==> src/rtl/ttc_pkg.sv <==
package ttc_pkg;
  parameter int TIME_W   = 64;
  parameter int WORD_W   = 32;
  parameter int INC_W    = 24;
  parameter int PERIOD_W = 8;
  parameter int ADDR_W   = 2;

  localparam logic [ADDR_W-1:0] ADDR_LO  = 2'd0;
  localparam logic [ADDR_W-1:0] ADDR_HI  = 2'd1;
  localparam logic [ADDR_W-1:0] ADDR_CFG = 2'd2;
  localparam logic [ADDR_W-1:0] ADDR_RSV = 2'd3;

  typedef struct packed {
    logic wrLo;
    logic wrHi;
    logic wrCfg;
    logic rdLo;
    logic rdHi;
    logic rdCfg;
    logic rdNone;
    logic tick;
  } ttcStrobes_t;
endpackage

==> src/rtl/ttc_ctrl.sv <==
module ttc_ctrl
  import ttc_pkg::*;
#(
  parameter int PER_W = PERIOD_W,
  parameter int A_W   = ADDR_W
) (
  input  logic             clk,
  input  logic             rst,
  input  logic             regWr,
  input  logic             regRd,
  input  logic [A_W-1:0]   regAddr,
  input  logic [PER_W-1:0] activePeriod,
  output ttcStrobes_t      strobes
);
  logic [PER_W-1:0] divCnt;
  logic [PER_W-1:0] lastCount;

  // a zero period behaves as a period of one
  always_comb begin
    if (activePeriod == '0) lastCount = '0;
    else                    lastCount = activePeriod - 1'b1;
  end

  always_comb begin
    strobes        = '0;
    strobes.wrLo   = regWr && (regAddr == ADDR_LO);
    strobes.wrHi   = regWr && (regAddr == ADDR_HI);
    strobes.wrCfg  = regWr && (regAddr == ADDR_CFG);
    strobes.rdLo   = regRd && (regAddr == ADDR_LO);
    strobes.rdHi   = regRd && (regAddr == ADDR_HI);
    strobes.rdCfg  = regRd && (regAddr == ADDR_CFG);
    strobes.rdNone = regRd && (regAddr == ADDR_RSV);
    strobes.tick   = (divCnt == lastCount);
  end

  always_ff @(posedge clk) begin
    if (rst)                              divCnt <= '0;
    else if (strobes.wrHi || strobes.tick) divCnt <= '0;
    else                                  divCnt <= divCnt + 1'b1;
  end
endmodule

==> src/rtl/ttc_datapath.sv <==
module ttc_datapath
  import ttc_pkg::*;
#(
  parameter int T_W   = TIME_W,
  parameter int W_W   = WORD_W,
  parameter int I_W   = INC_W,
  parameter int PER_W = PERIOD_W
) (
  input  logic             clk,
  input  logic             rst,
  input  ttcStrobes_t      strobes,
  input  logic [W_W-1:0]   wrData,
  output logic [W_W-1:0]   rdData,
  output logic [T_W-1:0]   timeNow,
  output logic [W_W-1:0]   activeCfg,
  output logic [PER_W-1:0] activePeriod
);
  localparam int HI_W = T_W - W_W;

  logic [W_W-1:0]  stageLo;
  logic [HI_W-1:0] shadowHi;
  logic [W_W-1:0]  cfgLast;
  logic            cfgPending;
  logic [T_W-1:0]  incExt;

  assign incExt       = {{(T_W-I_W){1'b0}}, activeCfg[I_W-1:0]};
  assign activePeriod = activeCfg[W_W-1 -: PER_W];

  // time accumulator and staged low word
  always_ff @(posedge clk) begin
    if (rst) begin
      timeNow <= '0;
      stageLo <= '0;
    end else begin
      if (strobes.wrLo) stageLo <= wrData;
      if (strobes.wrHi)      timeNow <= {wrData[HI_W-1:0], stageLo};
      else if (strobes.tick) timeNow <= timeNow + incExt;
    end
  end

  // configuration: last written value, applied at a period boundary
  always_ff @(posedge clk) begin
    if (rst) begin
      cfgLast    <= '0;
      cfgPending <= 1'b0;
      activeCfg  <= '0;
    end else begin
      if (strobes.tick && cfgPending) activeCfg <= cfgLast;
      if (strobes.wrCfg) begin
        cfgLast    <= wrData;
        cfgPending <= 1'b1;
      end else if (strobes.tick) begin
        cfgPending <= 1'b0;
      end
    end
  end

  // registered read port with high-word shadow
  always_ff @(posedge clk) begin
    if (rst) begin
      rdData   <= '0;
      shadowHi <= '0;
    end else begin
      if (strobes.rdLo) begin
        rdData   <= timeNow[W_W-1:0];
        shadowHi <= timeNow[T_W-1:W_W];
      end
      if (strobes.rdHi)   rdData <= shadowHi[W_W-1:0];
      if (strobes.rdCfg)  rdData <= cfgLast;
      if (strobes.rdNone) rdData <= '0;
    end
  end
endmodule

==> src/rtl/tick_time_counter.sv <==
module tick_time_counter
  import ttc_pkg::*;
(
  input  logic              clk,
  input  logic              rst,
  input  logic              regWr,
  input  logic              regRd,
  input  logic [ADDR_W-1:0] regAddr,
  input  logic [WORD_W-1:0] regWrData,
  output logic [WORD_W-1:0] regRdData
);
  ttcStrobes_t         strobes;
  logic [TIME_W-1:0]   timeNow;
  logic [WORD_W-1:0]   activeCfg;
  logic [PERIOD_W-1:0] activePeriod;
  logic                periodTick;

  assign periodTick = strobes.tick;

  ttc_ctrl #(.PER_W(PERIOD_W), .A_W(ADDR_W)) i_ctrl (
    .clk          (clk),
    .rst          (rst),
    .regWr        (regWr),
    .regRd        (regRd),
    .regAddr      (regAddr),
    .activePeriod (activePeriod),
    .strobes      (strobes)
  );

  ttc_datapath #(.T_W(TIME_W), .W_W(WORD_W), .I_W(INC_W), .PER_W(PERIOD_W)) i_dp (
    .clk          (clk),
    .rst          (rst),
    .strobes      (strobes),
    .wrData       (regWrData),
    .rdData       (regRdData),
    .timeNow      (timeNow),
    .activeCfg    (activeCfg),
    .activePeriod (activePeriod)
  );
endmodule

==> config.mk <==
export PLATFORM = sky130hd
export DESIGN_NAME = tick_time_counter
export DESIGN_NICKNAME = d
export VERILOG_FILES = /design/src/rtl/ttc_pkg.sv /design/src/rtl/ttc_ctrl.sv /design/src/rtl/ttc_datapath.sv /design/src/rtl/tick_time_counter.sv
export SDC_FILE = /design/constraint.sdc
export NUM_CORES = 1
export LEC_CHECK = 0
export ABC_AREA = 1
export CORE_MARGIN = 1
export CORE_UTILIZATION = 30
export DETAILED_ROUTE_END_ITERATION = 7
export DONT_BUFFER_PORTS = 1
export PLACE_DENSITY_LB_ADDON = 0.05
export SETUP_SLACK_MARGIN = 0.4
export SLEW_MARGIN = 10
export SYNTH_ARGS = -nofsm -noshare
export SYNTH_HDL_FRONTEND = slang
export SYNTH_SLANG_ARGS = --single-unit
==> constraint.sdc <==
create_clock -name clk -period 6.35 [get_ports clk]
set_input_delay 0.3175 -clock clk [delete_from_list [all_inputs] [get_ports clk]]
set_output_delay 0.3175 -clock clk [all_outputs]
set_load 0.05 [all_outputs]
==> results.txt <==
Crit-path max FO - 35
Register-to-Register Path Depth - 14
Switching share of power - 37.8%
Least-Margin Pin Slew - 966 ps
Full die area - 0.0459 mm^2
Cell mode on critical path - nand3_1
Final GP Congestion - 0.950
CP required - 6850 ps
Psw - 1.98 mW
Yosys top cell area share - 34.5%
Synthesized net count - 2225
Share of layout cells above drive strength 1 - 5.44%
DRT iter0 DRCs - 999
Initial antenna violation count - 4
Fill count - 4964
Async set-reset flop share out of synthesis - 0%
Setup-failing EPs final - 0
Synth Warn # - 0
Number of synthesized flops with an enable pin - 0
Final wirelength - 57500 um
Worst-Skew Late Latency - 580 ps
Fin Setup TNS - 0 ps
Xor-xnor portion of the synthesized cell area - 1.75%
Seq/Total Area, Yosys - 34.5%
NumNets Final - 2211
Final total power - 5.23 mW
Simple-Gate Fraction of Synth Area - 36.6%
Post-synthesis mux area share - 0%
Slew HR - 35.6%
Worst hold margin - 13.3 ps
Leakage power figure - 6.58 nW
Prevailing post-synth register cell - dfxtp_1
FF-to-FF setup slack - 3040 ps
WP data arrival - 3810 ps
Vias - 13800
Synth area leader - dfxtp_1
Clock Skew - 21.9 ps
Root buffer cell - clkbuf_16
Starting Density - 30.5%
Post-Syn Area - 0.0135 mm^2
Grt total ovfl - 0
Final hold violations - 0
Core Region - 0.0443 mm^2
Htree depth - 1
Post-CTS Resized - 0
Combinational family with the most area after synthesis - simple AND/OR/NAND/NOR gates
Vias in the first global route - 13200
Clock share of power - 35.7%
Clock Sinks - 233
First-pass GRT wire length - 86200 um
Dominant cells by area after synthesis - dfxtp_1, nand2_1, nor2_1
Pin count of the biggest net entering global routing - 74
Core Rows - 77
TritonCTS Buffers - 29
Crit start category - register
Outcome - completed
Max-slew violations - 0
Library cells used by synthesis - 44
IO buf count - 0
RR Startpoint - i_dp.activeCfg[24]
Vias per inst - 5.00
Remaining antenna violation count after routing - 0
WHS Path Cells - 4
Synth Area in Compound Gates - 14.5%
Post-synthesis adder-cell area fraction - 2.56%
Fin crit period - 3310 ps
Worst reg2reg path endpoint - i_ctrl.divCnt[4]
Clk buf depth - 3
DR WL/cell - 20.8 um
Pwr Density - 341 mW/mm^2
Die Y - 214 um
CTS tree - yes
Max incr delay on CP - 440 ps
Hold path endpoint - i_dp.timeNow[37]
Internal - 3.25 mW
DRT Pass-1 Iters - 8
Fmax - 302 MHz
DIE WIDTH - 214 um
Hold crit path type - primary input to register
Hold_sp - regWrData[5]
Crit Path Class - register to register
Comb power frac - 26.1%
Final period util - 52.1%
Clock slew at reported path FFs - 60 ps
DPL Wire Length - 42600 um
Tot GR Track Use - 24.9%
RSZ-0062 raised after global routing - false
Multi-input gate area - 0.00751 mm^2
Max_cap viols - 0
Seq pwr share - 38.2%
DRC - 0
Syn Inst Count - 2160
Yosys reg bits - 233
Area occupied by registers - 0.00466 mm^2
Crit-path slowest cell - inv_4
Average size of a mapped cell - 6.25 um^2
Crit path capture type - register
Ports - 70
Critical-path cell list - inv_1 > ha_1 > inv_1 > nor2_1 > nand3_1 > nand3_1 > nand3_1 > nand3_1 > nor2_2 > nand2_4 > nand2_8 > inv_4 > nand2_1 > a21oi_1
Maximum vdd drop - 185 uV
Area grow syn2layout - 13.7%
Core Util, Final - 34.6%
worst max-delay path: cells and delay by family, from the launching register on:
| family | cells | cell delay, ps |
|---|---|---|
| simple gates | 9 | 1580 |
| buf+inv | 3 | 680 |
| flops | 1 | 310 |
| compound gates | 1 | 210 |
| fa+ha+maj | 1 | 320 |
power groups by stage:
stage          clock (mW)  sequential [mW]  combinational, mW
2_1_floorplan           0             1.91               1.03
3_3_place_gp            0             2.02               1.33
3_5_place_dp            0             2.02               1.33
4_1_cts              1.91             1.99               1.38
5_1_grt              1.98             2.03               1.53
6_report             1.86             2.00               1.37
repair_timing:
action / CTS / global route
buffers inserted: 0 / 0
endpoints found under the hold margin: 161 / 0
hold buffers: 34 / 0
worst max-delay path by stage:
stage / end / cells after the start / startpoint / slack [ps]
2_1_floorplan: i_dp.timeNow[56] / 14 / i_dp.activeCfg[0] / 4250
4_1_cts: i_ctrl.divCnt[4] / 14 / i_dp.activeCfg[24] / 3040
6_report: i_ctrl.divCnt[4] / 14 / i_dp.activeCfg[24] / 3040
3_3_place_gp: i_ctrl.divCnt[3] / 14 / i_dp.activeCfg[24] / 3120
5_1_grt: i_ctrl.divCnt[4] / 14 / i_dp.activeCfg[24] / 2670
3_5_place_dp: i_ctrl.divCnt[4] / 14 / i_dp.activeCfg[24] / 3060
routing by layer:
metal | vias to the layer above | track usage (%) | routed length (um)
li1 | 6881 | - | -
met1 | 6519 | 37.2 | 28900
met2 | 336 | 37.7 | 24300
met3 | 58 | 3.39 | 3170
met4 | 0 | 5.69 | 1080
met5 | - | 0 | 0
layout make-up:
class                      count  area share [%]
clock inverter                16            1.69
clock buffer                  37            5.25
inverter                     237            5.82
sequential                   233            30.4
multi-input combinational   1597            48.9
antenna                        1          0.0163
tap                          592            4.83
timing repair buffer          48            3.08
synth_stat cells (2+ instances only):
library cell / n
nor3_1: 15
a21oi_1: 112
nand4_1: 27
o21ai_0: 155
nor2_2: 6
ha_1: 26
inv_1: 231
a211oi_1: 32
nor4_1: 7
and2_1: 2
dfxtp_1: 233
buf_1: 4
nand3b_1: 11
or2_2: 7
o21ai_1: 32
nor2_1: 310
nand2_1: 625
nor3_2: 2
nand3_2: 2
inv_2: 4
clkbuf_1: 66
buf_6: 13
o21bai_1: 2
nor2_4: 4
xnor2_1: 13
nand2_4: 2
a21oi_2: 14
buf_2: 8
o21a_1: 2
o211ai_1: 8
nand3_1: 157
xor2_1: 14
nand2_2: 3
logic make-up (layout without fill, tap and decap cells):
| kind of cell | count (synthesis) | after routing |
|---|---|---|
| AND/OR/NAND/NOR | 1184 | 1184 |
| AO/OA/AOI/OAI | 359 | 359 |
| buffers and inverters | 330 | 338 |
| flip-flops | 233 | 233 |
| adder cells (fa/ha/maj) | 27 | 27 |
| XOR/XNOR | 27 | 27 |
| other | 0 | 1 |
layout by cell type, fill, tap and decap left out, types with 2 or more instances in the layout:
cell,netlist,routed
nor2_1,310,309
nor4_1,7,7
nor2_4,4,4
inv_2,4,5
nor3_1,15,15
or2_2,7,7
o21bai_1,2,2
buf_4,1,14
nand3_2,2,2
dlygate4sd3_1,0,32
o21ai_0,155,155
nand3b_1,11,11
clkbuf_16,0,29
o21a_1,2,2
o211ai_1,8,8
nand2_4,2,2
ha_1,26,26
and2_1,2,2
nor2_2,6,7
nand3_1,157,157
clkbuf_8,0,5
dfxtp_1,233,233
clkinv_2,0,9
nand2_2,3,3
nand2_1,625,625
inv_1,231,229
a21oi_2,14,15
nand4_1,27,27
bufinv_16,0,7
clkbuf_1,66,3
a211oi_1,32,32
xnor2_1,13,13
o21ai_1,32,32
xor2_1,14,14
a21oi_1,112,111
registers in the layout, indices dropped and copies added, names as in the netlist:
| register | flops |
|---|---|
| i_dp.shadowHi | 32 |
| i_dp.rdData | 32 |
| i_dp.cfgPending | 1 |
| i_ctrl.divCnt | 8 |
| i_dp.cfgLast | 32 |
| i_dp.timeNow | 64 |
| i_dp.stageLo | 32 |
| i_dp.activeCfg | 32 |
stage by stage:
step / instance area [um^2] / setup WS, ps / cells
2_1_floorplan: 13500 / 4250 / 2160
3_3_place_gp: 13900 / 3120 / 2673
3_5_place_dp: 13900 / 3060 / 2673
4_1_cts: 15300 / 3040 / 2760
5_1_grt: 15300 / 2670 / 2760
6_report: 15300 / 3040 / 2761
Note: power is estimated with default switching activity, not from simulation.
